[src/rtl/iotlb_quad_pkg.sv]
package iotlb_quad_pkg;
  localparam int unsigned PTE_W    = 32;
  localparam int unsigned LANES    = 4;
  localparam int unsigned REG_AW   = 8;
  localparam logic [7:0]  SD_OFS   = 8'h18;
  localparam int unsigned SD_GO    = 30;
  localparam int unsigned SD_BUSY  = 31;

  // Decode of a register write that starts a line shootdown.
  function automatic logic sd_start(input logic wr, input logic [7:0] addr,
                                    input logic [31:0] wdata);
    return wr && (addr == SD_OFS) && wdata[SD_GO];
  endfunction
endpackage

[src/rtl/iotlb_quad_store.sv]
module iotlb_quad_store
  import iotlb_quad_pkg::*;
#(
  parameter int unsigned LINES = 8,
  parameter int unsigned TAG_W = 22,
  localparam int unsigned IDX_W  = $clog2(LINES),
  localparam int unsigned LINE_W = LANES * PTE_W
) (
  input  logic              clk,
  input  logic              rst_n,
  input  logic [TAG_W-1:0]  lk_tag,
  input  logic [27:0]       sd_page,
  input  logic [TAG_W-1:0]  fill_tag,
  input  logic              fill_we,
  input  logic [IDX_W-1:0]  fill_idx,
  input  logic [LINE_W-1:0] fill_line,
  input  logic [LINES-1:0]  inv_mask,
  output logic [LINES-1:0]  lk_match,
  output logic [LINES-1:0]  sd_match,
  output logic [LINES-1:0]  fill_match,
  output logic [LINE_W-1:0] lk_line
);
  logic [LINES-1:0]  valid_q;
  logic [TAG_W-1:0]  tag_q  [LINES];
  logic [LINE_W-1:0] data_q [LINES];
  logic [LINES-1:0]  fill_oh;

  for (genvar i = 0; i < LINES; i++) begin : g_line
    assign lk_match[i]   = valid_q[i] && (tag_q[i] == lk_tag);
    assign fill_match[i] = valid_q[i] && (tag_q[i] == fill_tag);
    assign sd_match[i]   = valid_q[i] && (28'(tag_q[i]) == sd_page);
    assign fill_oh[i]    = fill_we && (fill_idx == IDX_W'(i));

    always_ff @(posedge clk) begin
      if (!rst_n) begin
        tag_q[i]  <= '0;
        data_q[i] <= '0;
      end else if (fill_oh[i]) begin
        tag_q[i]  <= fill_tag;
        data_q[i] <= fill_line;
      end
    end
  end

  always_ff @(posedge clk) begin
    if (!rst_n) valid_q <= '0;
    else        valid_q <= (valid_q | fill_oh) & ~inv_mask;
  end

  always_comb begin
    lk_line = '0;
    for (int i = 0; i < LINES; i++)
      lk_line = lk_line | (data_q[i] & {LINE_W{lk_match[i]}});
  end
endmodule

[src/rtl/iotlb_quad_victim.sv]
module iotlb_quad_victim #(
  parameter int unsigned LINES = 8,
  localparam int unsigned IDX_W = $clog2(LINES)
) (
  input  logic             clk,
  input  logic             rst_n,
  input  logic             fill_valid,
  input  logic [LINES-1:0] fill_match,
  output logic [IDX_W-1:0] fill_idx,
  output logic             fill_reuse
);
  logic [IDX_W-1:0] ptr_q;
  logic [IDX_W-1:0] match_idx;

  function automatic logic [IDX_W-1:0] ptr_next(input logic [IDX_W-1:0] p);
    return (p == IDX_W'(LINES - 1)) ? '0 : p + 1'b1;
  endfunction

  always_comb begin
    match_idx = '0;
    for (int i = 0; i < LINES; i++)
      if (fill_match[i]) match_idx = IDX_W'(i);
  end

  assign fill_reuse = |fill_match;
  assign fill_idx   = fill_reuse ? match_idx : ptr_q;

  always_ff @(posedge clk) begin
    if (!rst_n)                         ptr_q <= '0;
    else if (fill_valid && !fill_reuse) ptr_q <= ptr_next(ptr_q);
  end
endmodule

[src/rtl/iotlb_quad_inval.sv]
module iotlb_quad_inval
  import iotlb_quad_pkg::*;
#(
  parameter int unsigned LINES = 8,
  localparam int unsigned IDX_W = $clog2(LINES)
) (
  input  logic             clk,
  input  logic             rst_n,
  input  logic             reg_wr,
  input  logic [7:0]       reg_addr,
  input  logic [31:0]      reg_wdata,
  input  logic             clr_req,
  input  logic [LINES-1:0] sd_match,
  output logic [27:0]      sd_page,
  output logic             sd_busy,
  output logic             clr_busy,
  output logic [LINES-1:0] inv_mask
);
  logic             sd_phase_q;
  logic [IDX_W-1:0] clr_idx_q;
  logic             sd_go;
  logic             sd_apply;
  logic [LINES-1:0] clr_oh;

  assign sd_go    = sd_start(reg_wr, reg_addr, reg_wdata) && !sd_busy;
  assign sd_apply = sd_busy && !sd_phase_q;

  for (genvar i = 0; i < LINES; i++) begin : g_clr
    assign clr_oh[i] = clr_busy && (clr_idx_q == IDX_W'(i));
  end

  assign inv_mask = clr_oh | (sd_match & {LINES{sd_apply}});

  always_ff @(posedge clk) begin
    if (!rst_n) begin
      sd_busy    <= 1'b0;
      sd_phase_q <= 1'b0;
      sd_page    <= '0;
    end else if (sd_go) begin
      sd_busy    <= 1'b1;
      sd_phase_q <= 1'b0;
      sd_page    <= reg_wdata[29:2];
    end else if (sd_apply) begin
      sd_phase_q <= 1'b1;
    end else if (sd_busy) begin
      sd_busy    <= 1'b0;
    end
  end

  always_ff @(posedge clk) begin
    if (!rst_n) begin
      clr_busy  <= 1'b0;
      clr_idx_q <= '0;
    end else if (!clr_busy) begin
      clr_busy  <= clr_req;
      clr_idx_q <= '0;
    end else if (clr_idx_q == IDX_W'(LINES - 1)) begin
      clr_busy  <= 1'b0;
    end else begin
      clr_idx_q <= clr_idx_q + 1'b1;
    end
  end
endmodule

[src/rtl/iotlb_quad.sv]
module iotlb_quad
  import iotlb_quad_pkg::*;
#(
  parameter int unsigned LINES = 8,
  parameter int unsigned VPN_W = 24
) (
  input  logic             clk,
  input  logic             rst_n,
  input  logic             lk_valid,
  input  logic [VPN_W-1:0] lk_vpn,
  output logic             rsp_hit,
  output logic             rsp_miss,
  output logic [31:0]      rsp_pte,
  input  logic             fill_valid,
  input  logic [VPN_W-1:0] fill_vpn,
  input  logic [127:0]     fill_line,
  input  logic             reg_wr,
  input  logic [7:0]       reg_addr,
  input  logic [31:0]      reg_wdata,
  output logic [31:0]      reg_rdata,
  input  logic             clr_req,
  output logic             clr_busy
);
  localparam int unsigned TAG_W  = VPN_W - 2;
  localparam int unsigned IDX_W  = $clog2(LINES);
  localparam int unsigned LINE_W = LANES * PTE_W;

  function automatic logic [TAG_W-1:0] line_tag(input logic [VPN_W-1:0] v);
    return v[VPN_W-1:2];
  endfunction

  function automatic logic [PTE_W-1:0] lane_pick(input logic [LINE_W-1:0] l,
                                                 input logic [1:0] sel);
    return l[sel*PTE_W +: PTE_W];
  endfunction

  logic [LINES-1:0]  lk_match, sd_match, fill_match, inv_mask;
  logic [LINE_W-1:0] lk_line;
  logic [IDX_W-1:0]  fill_idx;
  logic              fill_reuse;
  logic [27:0]       sd_page;
  logic              sd_busy;
  logic              lk_any;

  iotlb_quad_store #(.LINES(LINES), .TAG_W(TAG_W)) store_i (
    .clk, .rst_n,
    .lk_tag    (line_tag(lk_vpn)),
    .sd_page   (sd_page),
    .fill_tag  (line_tag(fill_vpn)),
    .fill_we   (fill_valid),
    .fill_idx  (fill_idx),
    .fill_line (fill_line),
    .inv_mask  (inv_mask),
    .lk_match  (lk_match),
    .sd_match  (sd_match),
    .fill_match(fill_match),
    .lk_line   (lk_line)
  );

  iotlb_quad_victim #(.LINES(LINES)) victim_i (
    .clk, .rst_n,
    .fill_valid(fill_valid),
    .fill_match(fill_match),
    .fill_idx  (fill_idx),
    .fill_reuse(fill_reuse)
  );

  iotlb_quad_inval #(.LINES(LINES)) inval_i (
    .clk, .rst_n,
    .reg_wr, .reg_addr, .reg_wdata, .clr_req,
    .sd_match(sd_match),
    .sd_page (sd_page),
    .sd_busy (sd_busy),
    .clr_busy(clr_busy),
    .inv_mask(inv_mask)
  );

  assign lk_any = |lk_match;

  always_ff @(posedge clk) begin
    if (!rst_n) begin
      rsp_hit  <= 1'b0;
      rsp_miss <= 1'b0;
      rsp_pte  <= '0;
    end else begin
      rsp_hit  <= lk_valid && lk_any;
      rsp_miss <= lk_valid && !lk_any;
      if (lk_valid) rsp_pte <= lane_pick(lk_line, lk_vpn[1:0]);
    end
  end

  assign reg_rdata = (reg_addr == SD_OFS) ? {sd_busy, 31'b0} : 32'b0;
endmodule

[config.mk]
export PLATFORM = sky130hd
export DESIGN_NAME = iotlb_quad
export DESIGN_NICKNAME = d
export VERILOG_FILES = /design/src/rtl/iotlb_quad_pkg.sv /design/src/rtl/iotlb_quad_store.sv /design/src/rtl/iotlb_quad_victim.sv /design/src/rtl/iotlb_quad_inval.sv /design/src/rtl/iotlb_quad.sv
export SDC_FILE = /design/constraint.sdc
export NUM_CORES = 2
export LEC_CHECK = 0
export CAP_MARGIN = 5
export CORE_MARGIN = 5
export CORE_UTILIZATION = 50
export CTS_CLUSTER_SIZE = 8
export DETAILED_ROUTE_END_ITERATION = 8
export PLACE_DENSITY = 0.79
export SYNTH_ARGS = -nofsm -noshare
export SYNTH_HDL_FRONTEND = slang
export SYNTH_SLANG_ARGS = --single-unit
[constraint.sdc]
create_clock -name clk -period 34.5 [get_ports clk]
set_input_delay 10.35 -clock clk [delete_from_list [all_inputs] [get_ports clk]]
set_output_delay 10.35 -clock clk [all_outputs]
set_load 0.05 [all_outputs]
# --- Yosys cells after proc, flatten, opt, wreduce, memory -nomap -nowiden ---
# Memory sizes are Yosys's and may differ from the RTL's.
# Index checks and enable logic that the tools add are counted.
# W data, S select, Z words.
classes:
  eq_ne: 41
  muxes: 55
  n_bitwise: 37
  n_reduce_logical: 57
  add_sub_neg: 2
  shift: 1
op_table:
  columns: ["operator", "n"]
  rows:
  - ["$and A128 B128 Y128", 8]
  - ["$mux W128", 8]
  - ["$or A128 B128 Y128", 7]
  - ["$eq A22 B22 Y1", 16]
  - ["$eq A22 B28 Y1", 8]
  - ["$mux W22", 8]
  - ["$shiftx A128 B8 Y32", 1]
  - ["$logic_and A1 B1 Y1", 47]
  - ["$mux W32", 1]
  - ["$mux W1", 30]
  - ["$eq A3 B3 Y1 const B", 9]
  - ["$mux W3", 6]
  - ["$and A8 B8 Y8", 2]
  - ["$or A1 B1 Y1", 16]
  - ["$or A8 B8 Y8", 2]
  - ["$reduce_or A8 Y1", 2]
  - ["$eq A3 B2 Y1 const B", 4]
  - ["$eq A8 B5 Y1 const B", 1]
  - ["$not A8 Y8", 1]
  - ["$add A3 B1 Y3 const B", 2]
  - ["$eq A3 B1 Y1 const B", 2]
  - ["$logic_not A3 Y1", 2]
  - ["$logic_not A1 Y1", 4]
  - ["$mux W2", 2]
  - ["4 further kinds", 4]
totals:
  n_memories: 2
  word_cells: 205
  regBits: 79
  mem_bits_rw: 1200
  output_inout_bits: 67
mem_list:
  columns: ["name", "depth", "width", "read_ports", "rd_clocked_by_memory_dff", "write_ports", "line_no", "text"]
  rows:
  - ["store_i.data_q", 8, 128, 8, 0, 8, "iotlb_quad_store.sv:25", "logic [LINE_W-1:0] data_q [LINES];"]
  - ["store_i.tag_q", 8, 22, 8, 0, 8, "iotlb_quad_store.sv:24", "logic [TAG_W-1:0] tag_q [LINES];"]

# --- Depth between registers and ports, before layout ---
# An unclocked memory read counts as a cell.
depth:
  word_depth: 17
  mapped_depth: 13
  mapped_depth_nobuf: 8

# --- Cells and area by module ---
# A second synthesis with hierarchy kept.
hier_totals:
  hier_cells: 5333
  hier_area_um2: 63352.0
modules_own_cells:
  columns: ["module", "instances", "area_per_inst_um2", "cells_per_inst"]
  rows:
  - ["iotlb_quad_store", 1, 59241.8, 4908]
  - ["iotlb_quad", 1, 2283.4, 224]
  - ["iotlb_quad_inval", 1, 1569.0, 169]
  - ["iotlb_quad_victim", 1, 257.7, 32]

# --- Worst setup path before layout ---
# OpenSTA, ideal clock, no wires.
synth_path:
  path_kind: "input-to-reg"
  start: "input fill_vpn[10]"
  end: "memory store_i.data_q[1][0] (netlist bit) (enable)"
  setup_time_ps: 869
  arrival_ps: 23017
  cell_stages: 11
  slack_ps: 10614
  cell_sequence: "buf_2 buf_2 xor2_1 nor4_1 nand3_1 or4_1 and2_4 a311oi_4 nor2_1 clkbuf_1 o21ai_0"
synth_rtl:
  columns: ["element", "line_no", "text"]
  rows:
  - ["from (decl)", "iotlb_quad.sv:15", "input logic [VPN_W-1:0] fill_vpn,"]
  - ["to (decl)", "iotlb_quad_store.sv:25", null]

# --- Final worst setup path ---
layout_path:
  start: "input reg_addr[5]"
  end: "output reg_rdata[31]"
layout_between:
  elab_chain_cells: 2
layout_lines:
  columns: ["element", "line_no", "text"]
  rows:
  - ["from (decl)", "iotlb_quad.sv:18", "input logic [7:0] reg_addr,"]
  - ["$eq A8 B5 Y1", "iotlb_quad.sv:92", "assign reg_rdata = (reg_addr == SD_OFS) ? {sd_busy, 31'b0} : 32'b0;"]
  - ["$mux W32", "iotlb_quad.sv:92", null]
  - ["to (decl)", "iotlb_quad.sv:20", "output logic [31:0] reg_rdata,"]
# No other way between the ends.

==> tab_implementation.tex <==
\begin{tabular}{lr}
\hline
Metric & Value \\
\hline
\multicolumn{2}{l}{\textbf{Power and ir drop}} \\
Maximum ir drop on the vdd rail & around 0.052 mV \\
Switching power & 907.7 uW \\
Clock Power Share & 0.444 \\
Relative contribution of combinational cells to total power & 0.074 \\
Ratio of total power to cell area & 54.03 mW/mm\^{}2 \\
Internal power contribution & 2.848 mW \\
Leakage Power & 23.78 nW \\
Sequential power share & 0.483 \\
Switching part of the total power & 0.2417 \\
\multicolumn{2}{l}{\textbf{Synthesis}} \\
Synth cell count leaders & sky130\_fd\_sc\_hd\_\_edfxtp\_1, sky130\_fd\_sc\_hd\_\_nor3\_1, sky130\_fd\_sc\_hd\_\_and2\_1 \\
Post-synth top area cell & sky130\_fd\_sc\_hd\_\_edfxtp\_1 \\
Warnings, synthesis & 0 \\
Synthesized instance count & around 4900 \\
Number of synthesized register bits & 1279 \\
Most frequently used cell type in the post-synthesis netlist & sky130\_fd\_sc\_hd\_\_edfxtp\_1 \\
Synth async-reset ratio & 0 \\
Post-synthesis sequential area ratio & 0.6221 \\
Top cells by area, synth & sky130\_fd\_sc\_hd\_\_edfxtp\_1, sky130\_fd\_sc\_hd\_\_and2\_1, sky130\_fd\_sc\_hd\_\_xnor2\_1, sky130\_fd\_sc\_hd\_\_nor3\_1, sky130\_fd\_sc\_hd\_\_dfxtp\_1 \\
Primary flip-flop cell chosen by synthesis mapping & sky130\_fd\_sc\_hd\_\_edfxtp\_1 \\
Mapped cell area & 0.06047 sq mm \\
Mean instance size in the synthesized netlist & 12.36 sq um \\
Share of Yosys cell area claimed by the top area cell type & 0.5959 \\
Number of distinct standard cells referenced by the synthesized netlist & 68 \\
Number of enable flip-flop cells after synthesis & 1200 \\
\multicolumn{2}{l}{\textbf{STA}} \\
Count of endpoints failing hold in the final timing report & 0 \\
Min Tclk post-route & about 23 ns \\
Period utilization & 0.6523 \\
Worst Tran Pin Value & 1.255 ns \\
Fin worst setup slack & between 10 and 15 ns \\
Achievable frequency & 0.04443 GHz \\
Setup Skew & roughly 0.052 ns \\
Rel. slew slack & 0.1634 \\
Total negative slack & 0 ns \\
Setup repair after global routing missed its margin & no \\
Setup-violating endpoint count in the final report & 0 \\
Total count of max-transition violations in the final report & 0 \\
\multicolumn{2}{l}{\textbf{Final layout}} \\
Filler cells & 9254 \\
Flip-flop and latch area & about 0.038 sq mm \\
Post-layout util & 0.5794 \\
Area growth from synthesis to layout & 14.96\% \\
Layout cell share with drive strength beyond 1 & 0.07576 \\
Multi-input logic area & 0.02041 sq mm \\
Final layout net count & between 5000 and 6000 \\
\multicolumn{2}{l}{\textbf{Detailed routing}} \\
Count of routing violations after the opening detailed-route iteration & 7986 \\
Post-detailed-routing wire length & 208.8 mm \\
Wire length on met2 & 92.66 mm \\
Met3 wire len & roughly 32 mm \\
Initial DRT Pass Iterations & 9 \\
Post-route ant nets & 0 \\
Met1 Wirelength & 72.32 mm \\
Average detailed-routed wire length per instance & slightly above 30 microns \\
Highest routing layer actually used & met5 \\
Via count & 44710 \\
Post-DR vias/cell & 6.578 \\
Detailed-route DRC error count & 0 \\
\multicolumn{2}{l}{\textbf{CTS}} \\
Clock Pin Slew Worst Setup and Hold Paths & $\sim$0.050 ns \\
Maximum level of the CTS H-tree & 4 \\
CTS tree & built \\
CTS Buffer Depth & 3 \\
Clock latency of the later-clocked register in the worst-skew pair & 0.79 ns \\
Total number of clock tree sinks & about 1300 \\
Buffer type at the clock tree root & sky130\_fd\_sc\_hd\_\_clkbuf\_16 \\
Number of buffers created by CTS & 179 \\
Post-cts hold buffer count & 0 \\
Postcts setup bufs & 0 \\
Post-cts sizing count & 0 \\
\multicolumn{2}{l}{\textbf{Floorplanning}} \\
Initial Util & 0.5040 \\
Standard-cell rows & 127 \\
Die boundary height & 357.8 microns \\
I/O pins & 289 \\
Horiz. Die Dim & 357.8 microns \\
Die Outline Area & 0.1280 sq mm \\
Placeable core region & 0.1200 sq mm \\
\multicolumn{2}{l}{\textbf{Hold path}} \\
Hold Crit Class & flop to flop \\
HP Start & inval\_i.sd\_page[23] \\
\multicolumn{2}{l}{\textbf{Setup path}} \\
Required time reported for the critical path endpoint & 24.15 ns \\
Crit path from & reg\_addr[5] \\
Kind of start point of the critical path & input port \\
Type of element capturing the critical path & primary output \\
Worst Path Max Fanout & 2 \\
Worst Path Class, Setup & input port to primary output \\
Worst flop-to-flop path startpoint & store\_i.tag\_q[0][17] \\
CP Data Arrival Time & 12.15 ns \\
\multicolumn{2}{l}{\textbf{GRT}} \\
Initial antenna violation count & 36 \\
Global router's overall resource usage & 0.3190 \\
Wire length of the first global-routing pass & 298.6 mm \\
Maximum number of pins on one net before global-route repair & about 190 \\
Total global routing overflow & 0 \\
Number of global-route vias before repair & 44030 \\
\multicolumn{2}{l}{\textbf{Placement}} \\
Post-DP HPWL & roughly 120 mm \\
Final estimated routing congestion in global placement & 0.9648 \\
Count of input and output buffers & 252 \\
Dpl ws & between 10 and 15 ns \\
\multicolumn{2}{l}{\textbf{Job}} \\
Maximum Capacitance Violations & 0 \\
\multicolumn{2}{l}{\textbf{Run status}} \\
Result of the run & completed \\
\hline
\end{tabular}
path summary, 6_finish.rpt:
check | slack (ns) | cells past startpoint | end
max reg2reg | 28.06 | 10 | store_i.data_q[1][246]
min | 0.45 | 2 | inval_i.sd_page[23]
max | 12.00 | 4 | reg_rdata[31]
min reg2reg | 0.45 | 2 | inval_i.sd_page[23]
sequential cells by signal, indices dropped and copies added, names as in the netlist, 3 cells and up:
name	flops
store_i.valid_q	8
inval_i.sd_page	28
store_i.tag_q	176
inval_i.clr_idx_q	3
rsp_pte	32
store_i.data_q	1024
victim_i.ptr_q	3
metrics by stage:
step	hold WS [ns]	total power, mW	cells	instance area (sq um)
3_3_place_gp	0.4395	2.102	6455	64150
5_1_grt	0.4777	3.843	6787	69490
4_1_cts	0.4534	3.746	6773	69450
2_1_floorplan	0.4308	2.000	4922	60580
3_5_place_dp	0.4462	2.108	6455	64150
6_report	0.4517	3.756	6797	69510
cell type report:
class,count,area share
clock buffer,304,0.07301
tap,1612,0.02902
inverter,158,0.008532
timing repair buffer,370,0.05061
multi-input combinational,3036,0.2936
antenna,24,0.0008640
clock inverter,14,0.003222
sequential,1279,0.5411
power groups by stage:
stage,clock (mW),sequential (mW),combinational (mW)
2_1_floorplan,0,1.85,0.149
3_3_place_gp,0,1.84,0.266
3_5_place_dp,0,1.84,0.268
4_1_cts,1.67,1.81,0.270
5_1_grt,1.74,1.82,0.287
6_report,1.67,1.81,0.277
layer usage:
metal | up-vias | global-route usage
met3 | 664 | 0.1057
met5 | - | 0
met1 | 21640 | 0.4121
met4 | 18 | 0.1722
met2 | 3870 | 0.4794
li1 | 18530 | -
placed cells by master (no fill, tap or decap), types with 9 or more instances in the layout:
cell type and instances:
sky130_fd_sc_hd__a222oi_1 128, sky130_fd_sc_hd__and2_1 603, sky130_fd_sc_hd__nor2_1 26, sky130_fd_sc_hd__and3_1 59
sky130_fd_sc_hd__xnor2_1 381, sky130_fd_sc_hd__clkdlybuf4s50_1 251, sky130_fd_sc_hd__a41o_1 26, sky130_fd_sc_hd__buf_12 9
sky130_fd_sc_hd__conb_1 31, sky130_fd_sc_hd__nor3_1 622, sky130_fd_sc_hd__diode_2 24, sky130_fd_sc_hd__inv_1 157
sky130_fd_sc_hd__dfxtp_1 79, sky130_fd_sc_hd__edfxtp_1 1200, sky130_fd_sc_hd__nand2_1 159, sky130_fd_sc_hd__a21oi_1 84
sky130_fd_sc_hd__nor4_1 64, sky130_fd_sc_hd__a21boi_0 20, sky130_fd_sc_hd__a22oi_1 198, sky130_fd_sc_hd__xor2_1 150
sky130_fd_sc_hd__a221oi_1 72, sky130_fd_sc_hd__clkbuf_16 184, sky130_fd_sc_hd__clkbuf_1 118, sky130_fd_sc_hd__nand4_1 122
sky130_fd_sc_hd__a31o_2 31, sky130_fd_sc_hd__a22o_1 37, sky130_fd_sc_hd__buf_4 110, sky130_fd_sc_hd__nand3_1 108
logic make-up after synthesis:
family,after synthesis,share of synthesized area
and+or+nand+nor,1828,0.1681
AOI/OAI and AO/OA,633,0.08544
xor gates and xnor gates,531,0.07691
muxes,5,0.0008277
adders and majority gates,8,0.001655
other,1,0.00006202
DFF,1279,0.6221
buffers and inverters,607,0.04492
worst max-delay path, cell delays in order:
cell and delay, ns:
sky130_fd_sc_hd__clkdlybuf4s50_1 0.41, sky130_fd_sc_hd__nor4b_1 0.38, sky130_fd_sc_hd__and3_1 0.21, sky130_fd_sc_hd__clkdlybuf4s50_1 0.80
No activity file was read; power rests on OpenSTA's default activity.
